===== config.mk =====
export PLATFORM = sky130hd
export DESIGN_NAME = ipi_hub
export DESIGN_NICKNAME = d
export VERILOG_FILES = /design/src/rtl/ipi_hub_pkg.sv /design/src/rtl/ipi_addr_decode.sv /design/src/rtl/ipi_cause_bank.sv /design/src/rtl/ipi_line_router.sv /design/src/rtl/ipi_hub.sv
export SDC_FILE = /design/constraint.sdc
export NUM_CORES = 1
export LEC_CHECK = 0
export ABC_CLOCK_PERIOD_IN_PS = 2400
export BUFFER_PORTS_ARGS = -buffer_cell sky130_fd_sc_hd__buf_2
export CAP_MARGIN = 20
export CORE_MARGIN = 8
export CORE_UTILIZATION = 50
export DETAILED_ROUTE_END_ITERATION = 12
export PLACE_DENSITY = 0.72
export SYNTH_ARGS = -nofsm -noshare
export SYNTH_HDL_FRONTEND = slang
export SYNTH_SLANG_ARGS = --single-unit

===== constraint.sdc =====
create_clock -name clk -period 2.4 [get_ports clk]
set_input_delay 0.24 -clock clk [delete_from_list [all_inputs] [get_ports clk]]
set_output_delay 0.24 -clock clk [all_outputs]
set_load 0.01 [all_outputs]

===== src/rtl/ipi_hub_pkg.sv =====
package ipi_hub_pkg;

  localparam int unsigned GROUPS       = 4;
  localparam int unsigned FIELD_W      = 4;
  localparam logic [15:0] PART_DEFAULT = 16'h3201;

  // Group index of a cause bit: 0 | 3:1 | 7:4 | 15:8
  function automatic int unsigned cause_group(input int unsigned bit_idx);
    if (bit_idx < 1)      return 0;
    else if (bit_idx < 4) return 1;
    else if (bit_idx < 8) return 2;
    else                  return 3;
  endfunction

endpackage


===== src/rtl/ipi_addr_decode.sv =====
module ipi_addr_decode #(
  parameter int unsigned ADDR_W     = 12,
  parameter int unsigned NUM_CORES  = 4,
  parameter int unsigned NUM_CAUSES = 16,
  parameter int unsigned CAUSE_BASE = 'h100,
  parameter int unsigned SET_BASE   = 'h140,
  parameter int unsigned PART_ADDR  = 'h190,
  localparam int unsigned IDX_W     = $clog2(NUM_CAUSES)
) (
  input  logic [ADDR_W-1:0]    addr,
  output logic [NUM_CORES-1:0] core_sel,
  output logic                 set_sel,
  output logic [IDX_W-1:0]     set_idx,
  output logic                 part_sel
);

  logic [ADDR_W-1:0] set_off;

  for (genvar c = 0; c < NUM_CORES; c++) begin : g_core
    assign core_sel[c] = (addr == ADDR_W'(CAUSE_BASE + c));
  end

  assign set_off  = addr - ADDR_W'(SET_BASE);
  assign set_sel  = (addr >= ADDR_W'(SET_BASE)) && (set_off < ADDR_W'(NUM_CAUSES));
  assign set_idx  = set_off[IDX_W-1:0];
  assign part_sel = (addr == ADDR_W'(PART_ADDR));

endmodule


===== src/rtl/ipi_cause_bank.sv =====
module ipi_cause_bank #(
  parameter int unsigned NUM_CAUSES = 16,
  localparam int unsigned IDX_W     = $clog2(NUM_CAUSES)
) (
  input  logic                  clk,
  input  logic                  rst,
  input  logic                  set_en,
  input  logic [IDX_W-1:0]      set_idx,
  input  logic                  clr_en,
  input  logic [NUM_CAUSES-1:0] clr_mask,
  output logic [NUM_CAUSES-1:0] pend
);

  logic [NUM_CAUSES-1:0] pend_nxt;

  always_comb begin
    pend_nxt = pend;
    if (clr_en) pend_nxt = pend_nxt & ~clr_mask;
    if (set_en) pend_nxt[set_idx] = 1'b1;   // set applied last, so it wins
  end

  always_ff @(posedge clk) begin
    if (rst) pend <= '0;
    else     pend <= pend_nxt;
  end

endmodule


===== src/rtl/ipi_line_router.sv =====
module ipi_line_router
  import ipi_hub_pkg::*;
#(
  parameter int unsigned NUM_CAUSES = 16,
  parameter int unsigned NUM_LINES  = 4,
  localparam int unsigned PART_W    = GROUPS * FIELD_W
) (
  input  logic                  clk,
  input  logic                  rst,
  input  logic [NUM_CAUSES-1:0] pend,
  input  logic [PART_W-1:0]     part,
  output logic [NUM_LINES-1:0]  line
);

  logic [GROUPS-1:0][NUM_CAUSES-1:0] gmask;
  logic [GROUPS-1:0]                 grp_hit;
  logic [NUM_LINES-1:0]              line_nxt;

  for (genvar g = 0; g < GROUPS; g++) begin : g_grp
    for (genvar b = 0; b < NUM_CAUSES; b++) begin : g_bit
      assign gmask[g][b] = (cause_group(b) == g);
    end
    assign grp_hit[g] = |(pend & gmask[g]);
  end

  always_comb begin
    line_nxt = '0;
    for (int k = 0; k < NUM_LINES; k++) begin
      for (int g = 0; g < GROUPS; g++) begin
        if (grp_hit[g] && (part[g*FIELD_W +: FIELD_W] == FIELD_W'(k)))
          line_nxt[k] = 1'b1;
      end
    end
  end

  always_ff @(posedge clk) begin
    if (rst) line <= '0;
    else     line <= line_nxt;
  end

endmodule


===== src/rtl/ipi_hub.sv =====
module ipi_hub
  import ipi_hub_pkg::*;
#(
  parameter int unsigned ADDR_W     = 12,
  parameter int unsigned DATA_W     = 32,
  parameter int unsigned NUM_CORES  = 4,
  parameter int unsigned NUM_CAUSES = 16,
  parameter int unsigned NUM_LINES  = 4,
  parameter int unsigned CAUSE_BASE = 'h100,
  parameter int unsigned SET_BASE   = 'h140,
  parameter int unsigned PART_ADDR  = 'h190,
  localparam int unsigned IDX_W     = $clog2(NUM_CAUSES),
  localparam int unsigned PART_W    = GROUPS * FIELD_W
) (
  input  logic                           clk,
  input  logic                           rst,
  input  logic [ADDR_W-1:0]              addr,
  input  logic [DATA_W-1:0]              wdata,
  input  logic                           wr_en,
  input  logic                           rd_en,
  output logic [DATA_W-1:0]              rdata,
  output logic [NUM_CORES*NUM_LINES-1:0] ipi_line
);

  logic [NUM_CORES-1:0]            core_sel;
  logic                            set_sel;
  logic [IDX_W-1:0]                set_idx;
  logic                            part_sel;
  logic [PART_W-1:0]               part_q;
  logic [NUM_CAUSES-1:0]           pend [NUM_CORES];
  logic [NUM_CORES*NUM_CAUSES-1:0] pend_flat;
  logic [DATA_W-1:0]               rd_mux;
  logic                            unused_wdata;

  assign unused_wdata = ^wdata;

  ipi_addr_decode #(
    .ADDR_W(ADDR_W), .NUM_CORES(NUM_CORES), .NUM_CAUSES(NUM_CAUSES),
    .CAUSE_BASE(CAUSE_BASE), .SET_BASE(SET_BASE), .PART_ADDR(PART_ADDR)
  ) u_dec (
    .addr(addr), .core_sel(core_sel), .set_sel(set_sel),
    .set_idx(set_idx), .part_sel(part_sel)
  );

  always_ff @(posedge clk) begin
    if (rst)                     part_q <= PART_DEFAULT;
    else if (wr_en && part_sel)  part_q <= wdata[PART_W-1:0];
  end

  for (genvar c = 0; c < NUM_CORES; c++) begin : g_core
    ipi_cause_bank #(.NUM_CAUSES(NUM_CAUSES)) u_bank (
      .clk(clk), .rst(rst),
      .set_en(wr_en && set_sel && wdata[c]),
      .set_idx(set_idx),
      .clr_en(wr_en && core_sel[c]),
      .clr_mask(wdata[NUM_CAUSES-1:0]),
      .pend(pend[c])
    );

    assign pend_flat[c*NUM_CAUSES +: NUM_CAUSES] = pend[c];

    ipi_line_router #(.NUM_CAUSES(NUM_CAUSES), .NUM_LINES(NUM_LINES)) u_route (
      .clk(clk), .rst(rst), .pend(pend[c]), .part(part_q),
      .line(ipi_line[c*NUM_LINES +: NUM_LINES])
    );
  end

  always_comb begin
    rd_mux = '0;
    for (int c = 0; c < NUM_CORES; c++)
      if (core_sel[c]) rd_mux = rd_mux | DATA_W'(pend[c]);
    if (part_sel) rd_mux = rd_mux | DATA_W'(part_q);
  end

  always_ff @(posedge clk) begin
    if (rst)        rdata <= '0;
    else if (rd_en) rdata <= rd_mux;
  end

endmodule


* Word level (Yosys, flattened, before mapping)
Cells that the tools add are included.
** Word-level totals
- Register bits :: 128
- Output and inout port bits :: 48
- Logic and storage cells :: 216
** Operators by class
- Add/sub/neg operators :: 1
- Order comparisons :: 4
- Eq/ne operators :: 17
- Mux-type cells :: 79
- Bitwise logic cells :: 13
- Reduce and logical (&&, ||, !) cells :: 92
** Operator list (count)
- $mux W16 :: 9
- $mux W32 :: 4
- $or A32 B16 Y32 :: 4
- $logic_and A1 B1 Y1 :: 76
- $mux W1 :: 65
- $and A16 B16 Y16 :: 4
- $or A16 B16 Y16 :: 4
- $eq A12 B9 Y1 const B :: 5
- $eq A4 B2 Y1 const B :: 8
- $reduce_or A8 Y1 :: 4
- $eq A4 B1 Y1 const B :: 4
- $logic_not A4 Y1 :: 4
- $not A16 Y16 :: 1
- $reduce_or A4 Y1 :: 4
- $ge A12 B9 Y1 const B :: 1
- $lt A12 B5 Y1 const B :: 1
- $reduce_or A3 Y1 :: 4
- $sub A12 B9 Y12 const B :: 1
- $lt A4 B5 Y1 const B :: 1
- $demux W1 S4 :: 1
- $ge A4 B1 Y1 const B :: 1

* Logic depth before layout (Yosys ltp)
- Word-level depth :: 10
- Gate-level depth with buffers :: 7
- Gate-level depth less buffers :: 4

* By module
From an unflattened synthesis, not the netlist that was laid out.
** Second synthesis, totals
- Cell total of the unflattened synthesis :: 598
- Area, all modules :: 5641.7 sq um
** By module, submodules not included
- ipi_cause_bank :: times used 4, cells an instance 60, area each 636.9 sq um, sequential area each 320.3 sq um
- ipi_hub :: times used 1, cells an instance 189, area each 1741.7 sq um, sequential area each 640.6 sq um
- ipi_line_router :: times used 4, cells an instance 37, area each 304.0 sq um, sequential area each 80.1 sq um
- ipi_addr_decode :: times used 1, cells an instance 21, area each 136.4 sq um, sequential area each 0.0 sq um

* Least setup slack after synthesis
Ideal clock, no wire load.
- Path type :: input to register
- Start point :: in addr[10]
- End point :: reg part_q[10]
- Library setup time :: 128 ps
- Data arrival time :: 1723 ps
- Data required time :: 2272 ps
- Slack :: 549 ps
- Cell stages on the path :: 7
- Buffers on the path :: 3
- Cells stage by stage :: or4b_1 buf_6 nor4_4 buf_6 buf_12 mux2i_1 nor2_1
** On the way
- Cells in the longest elaborated chain, start to end :: 2
** Ends and longest elaborated chain
- start: declaration :: RTL line ipi_hub.sv:17 : input logic [ADDR_W-1:0] addr,
- $eq A12 B9 Y1 :: RTL line ipi_addr_decode.sv:26 : assign part_sel = (addr == ADDR_W'(PART_ADDR));
- $logic_and A1 B1 Y1 :: RTL line ipi_hub.sv:47 : else if (wr_en && part_sel) part_q <= wdata[PART_W-1:0];
- end signal: assignment :: RTL line ipi_hub.sv:47
- end: declaration :: RTL line ipi_hub.sv:29 : logic [PART_W-1:0] part_q;
No other way between the ends.
A chain may end at the register's enable or synchronous reset.

* Worst setup path after layout
- Start point :: in addr[10]
- End point :: reg part_q[9]
Same word-level chain as after synthesis.

==> results by group <==
Floorplan
  – Die Area: 14,800 um2
  – Die height: 121 um
  – Top Ports: 96
  – Die width: 121 um
  – Rows: 38
  – Initial cell density of the core: 51.3%
  – CORE AREA: 10,800 um2

Placed design
  – Final Wtd Congestion: 0.960
  – Placed insts: 825
  – HPWL Detailed: 12.7 mm
  – PortBufs: 63
  – Placed inst area: 6020 um2

Timing
  – Minimum clock period: 1.76 ns
  – Slew headroom: 41.6%
  – Max-slew violations: 0
  – Setup TNS: 0 ns
  – FMAX: 568 MHz
  – Period utilization: 73.3%
  – Hold Vio Cnt, Final: 0
  – Final number of setup-violating endpoints: 0
  – RSZ-0062 raised after global routing: false
  – Worst Max-Slew Pin Slew: 0.868 ns
  – Max Clock Skew: 0.0123 ns

Final layout
  – Area Growth Syn to Fin: 11.8%
  – Final Cell Area: 6210 um2
  – Nets: 744
  – Diode count: 0
  – Non-filler cells in the finished layout: 841
  – Layout cells sized above 1: 19.8%

Synthesis
  – Synth unique cells: 45
  – EDFF count, synth: 0
  – Post-synthesis sequential area ratio: 40.3%
  – Post-synth ARST share: 0%
  – Syn Area/Cell: 8.73 um2
  – #FFs+latches synth: 112
  – Count leader, synth: dfxtp_1
  – Synth Flop Type: dfxtp_1
  – Top cell type's share of synthesized area: 40.3%
  – Mapped Area: 5560 um2
  – Commonest cells post-synth: dfxtp_1, o21ai_0, a22oi_1
  – Yosys top cell by area: dfxtp_1
  – Synth warnings: 0
  – Main area contributors after synthesis: dfxtp_1, o21ai_0, a22oi_1
  – Post-synthesis cell count: 637

Clock network
  – CTS Buffer Depth: 2
  – H-Tree Depth: 3
  – CTS tree: built
  – Total CTS buffers: 9
  – Post-CTS Resized: 0
  – Hold_buf cts: 0
  – Clk slew on worst S/H paths: 0.09 ns
  – Post-CTS setup repair buffer count: 0
  – Clock Sinks: 112
  – Clock latency on the worst-skew pair: 0.38 ns
  – Root Driver: clkbuf_8

Worst setup path
  – Critical path type: primary input to flip-flop
  – Worst Path Required: 2.67 ns
  – Setup crit start kind: primary input
  – Crit end category: flip-flop
  – Worst Path Max Fanout: 20
  – Critical path arrival: 2.03 ns

GRT
  – First-pass GRT wire length: 27.1 mm
  – Initial antenna violation count: 0
  – Vias in the first global route: 4,979
  – Gr ovfl total: 0
  – All-Layer GR Usage: 23.4%
  – Largest net degree at the start of global routing: 60

Routing
  – DRT iter0 DRCs: 672
  – Pre-antenna DRT Iters: 8
  – Via count: 5,304
  – WL final: 17.3 mm
  – Via density: 6.31
  – Drt wl/cell: 20.5 um
  – DRC viols: 0
  – Final ANT Viol Nets: 0

Run
  – Max cap viols: 0

Power
  – Pwr dens: 526 nW/um2
  – Leak Pwr: 2.23 nW
  – Worst vdd ir: 0.322 mV

Outcome
  – Outcome: completed

Worst hold path
  – Hold Crit Class: primary input to flip-flop
==> logic make-up (layout without fill, tap and decap cells) <==
logic type	count (synthesis)	in the layout	share of synthesized area [%]
buffers and inverters	56	105	5.65
and+or+nand+nor	193	193	20.8
muxes	28	28	6.21
other	1	16	0.0674
DFF	112	112	40.3
AOI/OAI and AO/OA	247	247	27.0
==> power by group <==
part	switching [mW]	total, mW	internal, mW
Combinational	0.170	0.241	0.0707
Clock	0.621	1.16	0.539
Sequential	0.00487	1.87	1.87
==> area by class of cell <==
cell class	count	area (um2)
timing repair buffer	89	538
fill	989	4630
sequential	112	2240
multi-input combinational	484	3060
tap	140	175
clock buffer	13	159
clock inverter	3	40.0
==> stage by stage <==
stage / hold WS (ns) / utilization (%) / worst slack, ns / power, mW
final: 0.0922 / 57.3 / 0.641 / 3.27
after floorplan: 0.358 / - / 0.549 / 2.07
after global placement: 0.437 / 55.5 / 0.274 / 2.15
after detailed placement: 0.445 / 55.5 / 0.241 / 2.15
after global routing: 0.0975 / 57.3 / 0.578 / 3.37
after CTS: 0.0878 / 57.3 / 0.644 / 3.27
==> critical path: stages <==
cell     delay (ns)
buf_2          0.11
or4b_1         0.74
nor4_4         0.38
buf_12         0.21
nor2b_1        0.06
a211o_1        0.26
==> path summary, 6_finish.rpt <==
path	endpoint	startpoint	depth (start not counted)	slack, ns
hold reg to reg	rdata[11]	rdata[11]	2	0.46
hold / removal	part_q[9]	wdata[9]	2	0.09
setup reg to reg	g_core[0].u_route.line[3]	part_q[12]	3	0.74
setup / recovery	part_q[9]	addr[10]	6	0.64
==> layout by cell type, fill, tap and decap left out, types with 16 or more instances in the layout <==
| master | netlist | final |
|---|---|---|
| nand2_1 | 57 | 57 |
| nor2b_1 | 58 | 58 |
| dfxtp_1 | 112 | 112 |
| conb_1 | 1 | 16 |
| buf_4 | 16 | 25 |
| o21ai_0 | 96 | 96 |
| o21ai_1 | 24 | 24 |
| a22oi_1 | 60 | 60 |
| nor2_1 | 18 | 18 |
| a21oi_1 | 30 | 30 |
| buf_2 | 4 | 62 |
==> registers in the layout, summed over array words and instances, names as in the netlist <==
signal and count:
g_core.u_bank.pend 64, rdata 16, g_core.u_route.line 16, part_q 16
==> metal layers <==
metal / part of all wire (%) / up-vias / track usage (%)
li1: - / 2434 / -
met1: 42 / 2534 / 30.5
met2: 45 / 289 / 36.6
met3: 9.3 / 47 / 4.61
met4: 3.3 / 0 / 10.9
met5: 0 / - / 0
Note: power is estimated with default switching activity, not from simulation.
